--- src/rtl/miss_redirect_unit.sv ---
module miss_redirect_unit #(
  parameter int NUM_ENTRIES = 4,
  parameter int PC_W        = 32,
  localparam int IDX_W      = (NUM_ENTRIES > 1) ? $clog2(NUM_ENTRIES) : 1
) (
  input  logic             clk,
  input  logic             rst_n,
  input  logic             tbl_we,
  input  logic [IDX_W-1:0] tbl_idx,
  input  logic [PC_W-1:0]  tbl_trig_pc,
  input  logic [PC_W-1:0]  tbl_tgt_pc,
  input  logic             tbl_valid,
  input  logic             tbl_clear_all,
  input  logic             miss_rpt,
  input  logic             miss_mon,
  input  logic             ctx_alt,
  input  logic             fetch_valid,
  input  logic [PC_W-1:0]  fetch_pc,
  input  logic             chk_valid,
  input  logic [PC_W-1:0]  chk_target,
  output logic             redirect_o,
  output logic [PC_W-1:0]  redirect_pc_o,
  output logic             flush_o
);

  logic [PC_W-1:0]        trig_q [NUM_ENTRIES];
  logic [PC_W-1:0]        tgt_q  [NUM_ENTRIES];
  logic [NUM_ENTRIES-1:0] vld_q;
  logic                   acc_q;

  logic            hit_found;
  logic [PC_W-1:0] hit_tgt;

  always_comb begin
    hit_found = 1'b0;
    hit_tgt   = '0;
    for (int i = NUM_ENTRIES - 1; i >= 0; i--) begin
      if (vld_q[i] && trig_q[i] == fetch_pc) begin
        hit_found = 1'b1;
        hit_tgt   = tgt_q[i];
      end
    end
  end

  wire mon_miss = miss_rpt & miss_mon;
  wire eval     = chk_valid | (fetch_valid & hit_found);
  wire take     = eval & (acc_q | mon_miss) & ~ctx_alt;
  wire [PC_W-1:0] sel_tgt = chk_valid ? chk_target : hit_tgt;

  always_ff @(posedge clk) begin
    if (!rst_n) begin
      vld_q <= '0;
      for (int i = 0; i < NUM_ENTRIES; i++) begin
        trig_q[i] <= '0;
        tgt_q[i]  <= '0;
      end
    end else if (tbl_clear_all) begin
      vld_q <= '0;
    end else if (tbl_we) begin
      vld_q[tbl_idx]  <= tbl_valid;
      trig_q[tbl_idx] <= tbl_trig_pc;
      tgt_q[tbl_idx]  <= tbl_tgt_pc;
    end
  end

  always_ff @(posedge clk) begin
    if (!rst_n) begin
      acc_q         <= 1'b0;
      redirect_o    <= 1'b0;
      flush_o       <= 1'b0;
      redirect_pc_o <= '0;
    end else begin
      acc_q      <= eval ? 1'b0 : (acc_q | mon_miss);
      redirect_o <= take;
      flush_o    <= take;
      if (take) redirect_pc_o <= sel_tgt;
    end
  end

endmodule

--- config.mk ---
export PLATFORM = sky130hd
export DESIGN_NAME = miss_redirect_unit
export DESIGN_NICKNAME = d
export VERILOG_FILES = /design/src/rtl/miss_redirect_unit.sv
export SDC_FILE = /design/constraint.sdc
export NUM_CORES = 1
export LEC_CHECK = 0
export CORE_AREA = 2 2 163 165
export DETAILED_ROUTE_END_ITERATION = 10
export DIE_AREA = 0 0 165 167
export PLACE_DENSITY_LB_ADDON = 0.08
export SLEW_MARGIN = 10
export SYNTH_ARGS = -nofsm -noshare
export SYNTH_HDL_FRONTEND = slang
export SYNTH_SLANG_ARGS = --single-unit
--- constraint.sdc ---
create_clock -name clk -period 14.2 [get_ports clk]
set_input_delay 2.13 -clock clk [delete_from_list [all_inputs] [get_ports clk]]
set_output_delay 2.13 -clock clk [all_outputs]
set_load 0.02 [all_outputs]
==> results of run 1 <==
## cell type report
cell class	instances	area (µm²)	share of cell area, %
flip-flops and latches	294	8450	50.1
multi-input cells	807	5000	29.6
repair buffers	192	1870	11.1
clock buffers	37	777	4.60
well taps	335	419	2.48
inverters	64	240	1.42
clock inverters	19	125	0.741
## per-stage QoR
stage	utilization (%)	std cells
floorplan	-	1249
global placement	62.0	1692
detailed placement	62.0	1692
CTS	65.5	1748
global route	65.5	1748
finish	65.5	1748
## routing by layer
layer / part of all wire, % / vias up
li1: - / 4708
met1: 42 / 5001
met2: 47 / 456
met3: 7.9 / 76
met4: 3.2 / 0
met5: 0 / -
## cells in the mapped netlist, types with 4 or more instances
cell	n
nor3_1	4
o211a_1	9
nand2b_1	11
nor2b_1	9
nor2_1	168
o2111ai_1	12
nand3b_1	11
o221ai_2	10
inv_1	63
or4_1	14
o211ai_2	5
and3_1	35
dfxtp_1	38
buf_2	13
a41oi_1	10
a211oi_2	13
o211ai_1	27
buf_4	4
and2_1	30
nand2_1	165
clkbuf_1	57
nor4_1	18
nor2_2	13
nand4_1	34
a21oi_1	17
o21a_1	23
edfxtp_1	256
o221ai_1	10
nand3_1	11
o21ai_0	16
buf_1	5
xor2_1	62
xnor2_1	54
## placed cells by master (no fill, tap or decap), types with 11 or more instances in the layout
cell type / netlist / final
o21a_1: 23 / 23
edfxtp_1: 256 / 256
nor2_2: 13 / 14
clkbuf_16: 0 / 30
xor2_1: 62 / 62
nor2_1: 168 / 165
a21oi_1: 17 / 17
nand3b_1: 11 / 11
o211ai_1: 27 / 27
and3_1: 35 / 35
or4_1: 14 / 14
inv_1: 63 / 63
nand3_1: 11 / 11
xnor2_1: 54 / 54
dfxtp_1: 38 / 38
nand2_1: 165 / 162
clkdlybuf4s50_1: 0 / 172
nor4_1: 18 / 18
nand4_1: 34 / 34
o21ai_0: 16 / 15
a211oi_2: 13 / 13
o2111ai_1: 12 / 12
buf_4: 4 / 19
and2_1: 30 / 30
## worst reg2reg max path: stages, from the launching register on
cell and delay [ns]:
edfxtp_1 0.38, xor2_1 0.17, nor4_1 0.48, nand3_1 0.16, or3_2 0.44, buf_4 0.39
o2111ai_2 0.25, a31o_4 0.78, o2111ai_1 0.28, o211a_1 0.20
## worst max-delay path by stage
stage / slack [ns] / to
floorplan: 6.87 / tgt_q[3][0]$_DFFE_PP_
global placement: 8.37 / redirect_pc_o[8]$_SDFFE_PN0P_
detailed placement: 8.25 / redirect_pc_o[1]$_SDFFE_PN0P_
CTS: 8.83 / redirect_pc_o[1]$_SDFFE_PN0P_
global route: 8.52 / redirect_pc_o[23]$_SDFFE_PN0P_
finish: 8.74 / redirect_pc_o[1]$_SDFFE_PN0P_
## cell families after synthesis
kind of cell	synth area share, %
buffers and inverters	4.63
AO/OA/AOI/OAI	9.73
AND/OR/NAND/NOR	18.1
multiplexers	0.0713
flip-flops	60.2
XOR/XNOR	7.24
## power groups by stage
stage / Clock (mW) / Combinational [mW] / Sequential (mW)
3_5_place_dp: 0 / 0.203 / 1.03
6_report: 0.738 / 0.204 / 1.01
4_1_cts: 0.743 / 0.204 / 1.01
5_1_grt: 0.779 / 0.218 / 1.02
3_3_place_gp: 0 / 0.201 / 1.03
2_1_floorplan: 0 / 0.0955 / 1.03
## registers in the layout, summed over array words and instances (netlist names)
register,count
trig_q,128
vld_q,4
tgt_q,128
flush_o,1
redirect_pc_o,32
acc_q,1
==> metrics.cfg, run 1 <==
[logic_synthesis]
synth-seq-area-share_pct=60.2
avgSynthCellArea_um2=11.2
yosysUniqueCellTypes=50
synth-edff-count=256
yosys.area.top_type=edfxtp_1
synth-seq-cells=294
synthFlopType=edfxtp_1
synthCells=1249
synth_area_mm2=0.0140
synthArstFlopShare_pct=0
synth_area_leaders=edfxtp_1 (55%), dfxtp_1 (5.4%), nor2_1 (4.5%)
synth_warnings=0
syn_nets=1389
yosysTopAreaCellShare_pct=54.8

[grt]
overflow=0
use_met2_pct=44.0
grt_pass1_wl_um=58400
grt_use_met1_pct=41.0
antenna_found_initial=0
grt_pass1_vias=9933
busiest_layer=met2
grt.total_usage_pct=28.3
use_met3_pct=4.26
grt_max_degree=90

[pwr]
combPwrFrac_pct=10.4
internal_power_mw=1.48
ir_drop_uv=102
power_density_mw_per_mm2=116
power_frac_seq_pct=51.8
switching_share_pct=24.2
clock_power_share_pct=37.7
leakage_nw=6.12
total_power_mw=1.96
p_switching_mw=0.474

[sta]
setup_viol=0
clock-skew-final_ns=0.0171
finalCritPeriodShare_pct=38.4
max_freq_mhz=183
drv_slew=0
max_slew_margin_pct=14.2
min_period_ns=5.46
tns_ns=0
finalHoldViolCount=0
layout_setup_ws_ns=8.74
worstMarginPinSlew_ns=1.29
whs_ns=0.473
grt_setup_unrepaired=no

[job]
drv_cap=0

[clocking]
clkTransAtPathRegs_ns=0.06
htree_levels=1
insertion_delay_ns=0.57
cts_buffers=30
cts_tree=yes
clock_sinks=294
postCtsHoldBufs=0
cts_resized=0
clockBufferDepth=3
clockRootBuffer=clkbuf_16
post-cts-setup-buffer-count=0

[drt]
vias=10241
drtIter0Drc=866
vias_per_cell=5.86
drt_pre_antenna_iters=5
postRouteWirelength_um=38400
drc=0
drtAntennaViolNets=0
routedWlPerCell_um=22.0

[floorplan]
io_pins=174
die_x_um=165
floorplan.rows=59
die_y_um=167
core_area_mm2=0.0258
die_area_mm2=0.0276
start_util_pct=54.5

[finish]
nFillCells=2008
layout-drive-gt1-share_pct=8.70
stdcell_area_mm2=0.0169
area_delta_synth_final_pct=20.3
fin_nets=1529
antennaDiodeCount=0

[setup_path]
cp_cell_sequence=clkdlybuf4s50_1 -> xor2_1 -> nor4_1 -> nand3_1 -> or3_2 -> buf_4 -> o2111ai_2 -> a31o_4 -> o2111ai_1 -> o211a_1
crit_family=compound AO/OA/AOI/OAI gates
critPathLaunch=fetch_pc[11]
required_ns=14.64
start_kind=input port
crit_cells=10
critPathMaxFanout=65
timing.rr.start=trig_q[1][22]$_SDFFCE_PN0P_
slowest_stage=a31o_4
end_kind=flop
crit_type=in2reg
ff2ff_path_depth=9
r2r_slack_ns=10.55
worstPathArrival_ns=5.90
slowest_delay_ns=0.78
timing.rr.end=redirect_pc_o[1]$_SDFFE_PN0P_
cp_num_buf_inv=2

[placed_design]
dp_hpwl_um=24400
port_buffers=173
gp_congestion=0.926
postPlaceCellArea_mm2=0.0160
post-place-ws_ns=8.25

[worst_hold_path]
holdPathStages=1
min-delay-start=redirect_pc_o[24]$_SDFFE_PN0P_
hold_end=redirect_pc_o[24]$_SDFFE_PN0P_
min_path_type=reg2reg

[outcome]
status=finished clean

No activity file was read; power rests on OpenSTA's default activity.
==> inputs of run 2 (changes only) <==
- CORE_AREA: 2 2 163 165 -> 2 2 169 171
- DIE_AREA: 0 0 165 167 -> 0 0 171 173
- clock period: 14.2 -> 5 ns (I/O delays scaled with it)
==> run 2 against run 1 <==
Via count rose by 0.44%. Combinational power rose to 2.9 times the previous value. Worst setup slack lost 7.2 ns. Cell area increased by 1.7%. Largest cell class unchanged.
==> metrics.cfg, run 2 (synthesis results as in run 1) <==
[finish]
multiInputGateArea_mm2=0.00499  ; about the same
biggestRegsByFlops=tgt_q x128, trig_q x128, redirect_pc_o x32
fin_cells=1805  ; +3.3%
stdcell_area_mm2=0.0172  ; +1.7%
fin_nets=1542  ; +0.85%
register_area_mm2=0.00845  ; unchanged
final_common_cell=edfxtp_1
area_delta_synth_final_pct=22.3
final_util_pct=62.1  ; -3.4 points
layout-drive-gt1-share_pct=9.46  ; +0.76 points
nFillCells=2297  ; +14%
antennaDiodeCount=0  ; unchanged
final_cell_mix=edfxtp_1 (256), clkdlybuf4s50_1 (172), nor2_1 (166)

[pwr]
ir_drop_uv=193  ; +89%
leakage_nw=6.23  ; +1.8%
power_density_mw_per_mm2=337  ; +190%
total_power_mw=5.78  ; +200%

[clocking]
htree_levels=2  ; +1
cts_resized=0  ; unchanged
clock_sinks=294  ; unchanged
clockRootBuffer=clkbuf_16
insertion_delay_ns=0.52  ; -0.05 ns
clockBufferDepth=3  ; unchanged
cts_tree=yes
postCtsHoldBufs=0  ; unchanged
clkTransAtPathRegs_ns=0.06  ; about the same
post-cts-setup-buffer-count=0  ; unchanged
cts_buffers=34  ; +13%

[sta]
min_period_ns=3.51
drv_slew=0  ; unchanged
tns_ns=0  ; unchanged
worstMarginPinSlew_ns=1.02  ; -0.269 ns
setup_viol=0  ; unchanged
max_slew_margin_pct=32.1  ; +18 points
clock-skew-final_ns=0.0195  ; +0.00244 ns
finalHoldViolCount=0  ; unchanged
layout_setup_ws_ns=1.49  ; -7.25 ns
max_freq_mhz=285
finalCritPeriodShare_pct=70.1
grt_setup_unrepaired=no
whs_ns=0.466  ; -0.00724 ns

[outcome]
status=finished clean

[drt]
vias=10286  ; +0.44%
vias_per_cell=5.70  ; -2.7%
drc=0  ; unchanged
drtIter0Drc=1172  ; +35%
drtAntennaViolNets=0  ; unchanged
drt_pre_antenna_iters=6  ; +1
routedWlPerCell_um=21.7  ; -1.3%
postRouteWirelength_um=39200  ; +1.9%

[worst_hold_path]
min_path_type=reg2reg

[placed_design]
port_buffers=173  ; unchanged
post-place-ws_ns=0.977  ; -7.27 ns
gp_congestion=0.983  ; +6.1%
postPlaceCellArea_mm2=0.0161  ; +0.98%
placed_cells=1744  ; +3.1%
dp_hpwl_um=24900  ; +2.1%

[floorplan]
die_area_mm2=0.0296  ; +7.4%
floorplan.rows=61  ; +3.4%
die_x_um=171  ; +3.6%
die_y_um=173  ; +3.6%
io_pins=174  ; unchanged
core_area_mm2=0.0276  ; +7.2%
start_util_pct=50.8  ; -3.7 points

[grt]
grt_max_degree=65  ; -28%
grt_pass1_wl_um=59900  ; +2.7%
grt.total_usage_pct=26.7  ; -1.6 points
overflow=0  ; unchanged
grt_pass1_vias=10148  ; +2.2%
antenna_found_initial=0  ; unchanged

[setup_path]
start_kind=input port
crit_type=in2reg
end_kind=flop
critPathMaxFanout=53  ; -18%
worstPathArrival_ns=3.94  ; -1.96 ns
required_ns=5.43  ; -9.21 ns

[job]
drv_cap=0  ; unchanged

## run 2: path summary, 6_finish.rpt
| check | end | depth (start not counted) | from | slack (ns) |
|---|---|---|---|---|
| worst max-delay path | redirect_pc_o[11]$_SDFFE_PN0P_ | 10 | fetch_pc[27] | 1.49 |
| worst min-delay path | redirect_pc_o[24]$_SDFFE_PN0P_ | 1 | redirect_pc_o[24]$_SDFFE_PN0P_ | 0.47 |
| worst max register to register | redirect_pc_o[11]$_SDFFE_PN0P_ | 9 | trig_q[1][27]$_SDFFCE_PN0P_ | 1.95 |
| worst min register to register | redirect_pc_o[24]$_SDFFE_PN0P_ | 1 | redirect_pc_o[24]$_SDFFE_PN0P_ | 0.47 |
## run 2: power by group
group / total (mW) / switching (mW) / internal [mW] / leakage [nW]
combinational: 0.596 / 0.353 / 0.242 / 2.96
sequential: 2.88 / 0.0554 / 2.82 / 2.77
clock: 2.30 / 0.982 / 1.32 / 0.498
total: 5.78 / 1.39 / 4.39 / 6.23
## run 2: routing by layer
layer | up-vias | global-route usage (%) | share of wire (%)
li1 | 4727 | - | -
met1 | 4999 | 38.8 | 43
met2 | 476 | 41.2 | 45
met3 | 84 | 5.10 | 9.1
met4 | 0 | 7.24 | 2.5
met5 | - | 0 | 0
## run 2: layout make-up
type                            count  area share (%)
Clock buffer                       47            5.48
Multi-Input combinational cell    807            29.1
Clock inverter                     14           0.503
Tap cell                          378            2.76
Inverter                           64            1.40
Timing Repair Buffer              201            11.5
Sequential cell                   294            49.2
## run 2: worst max-delay path, cell delays in order
cell and delay (ns):
clkdlybuf4s50_1 0.54, xor2_1 0.26, nor4_1 0.44, nand3_1 0.19, or3_2 0.47, o2111ai_2 0.13
a31o_4 0.64, buf_4 0.27, nor2_2 0.04, a211oi_2 0.17
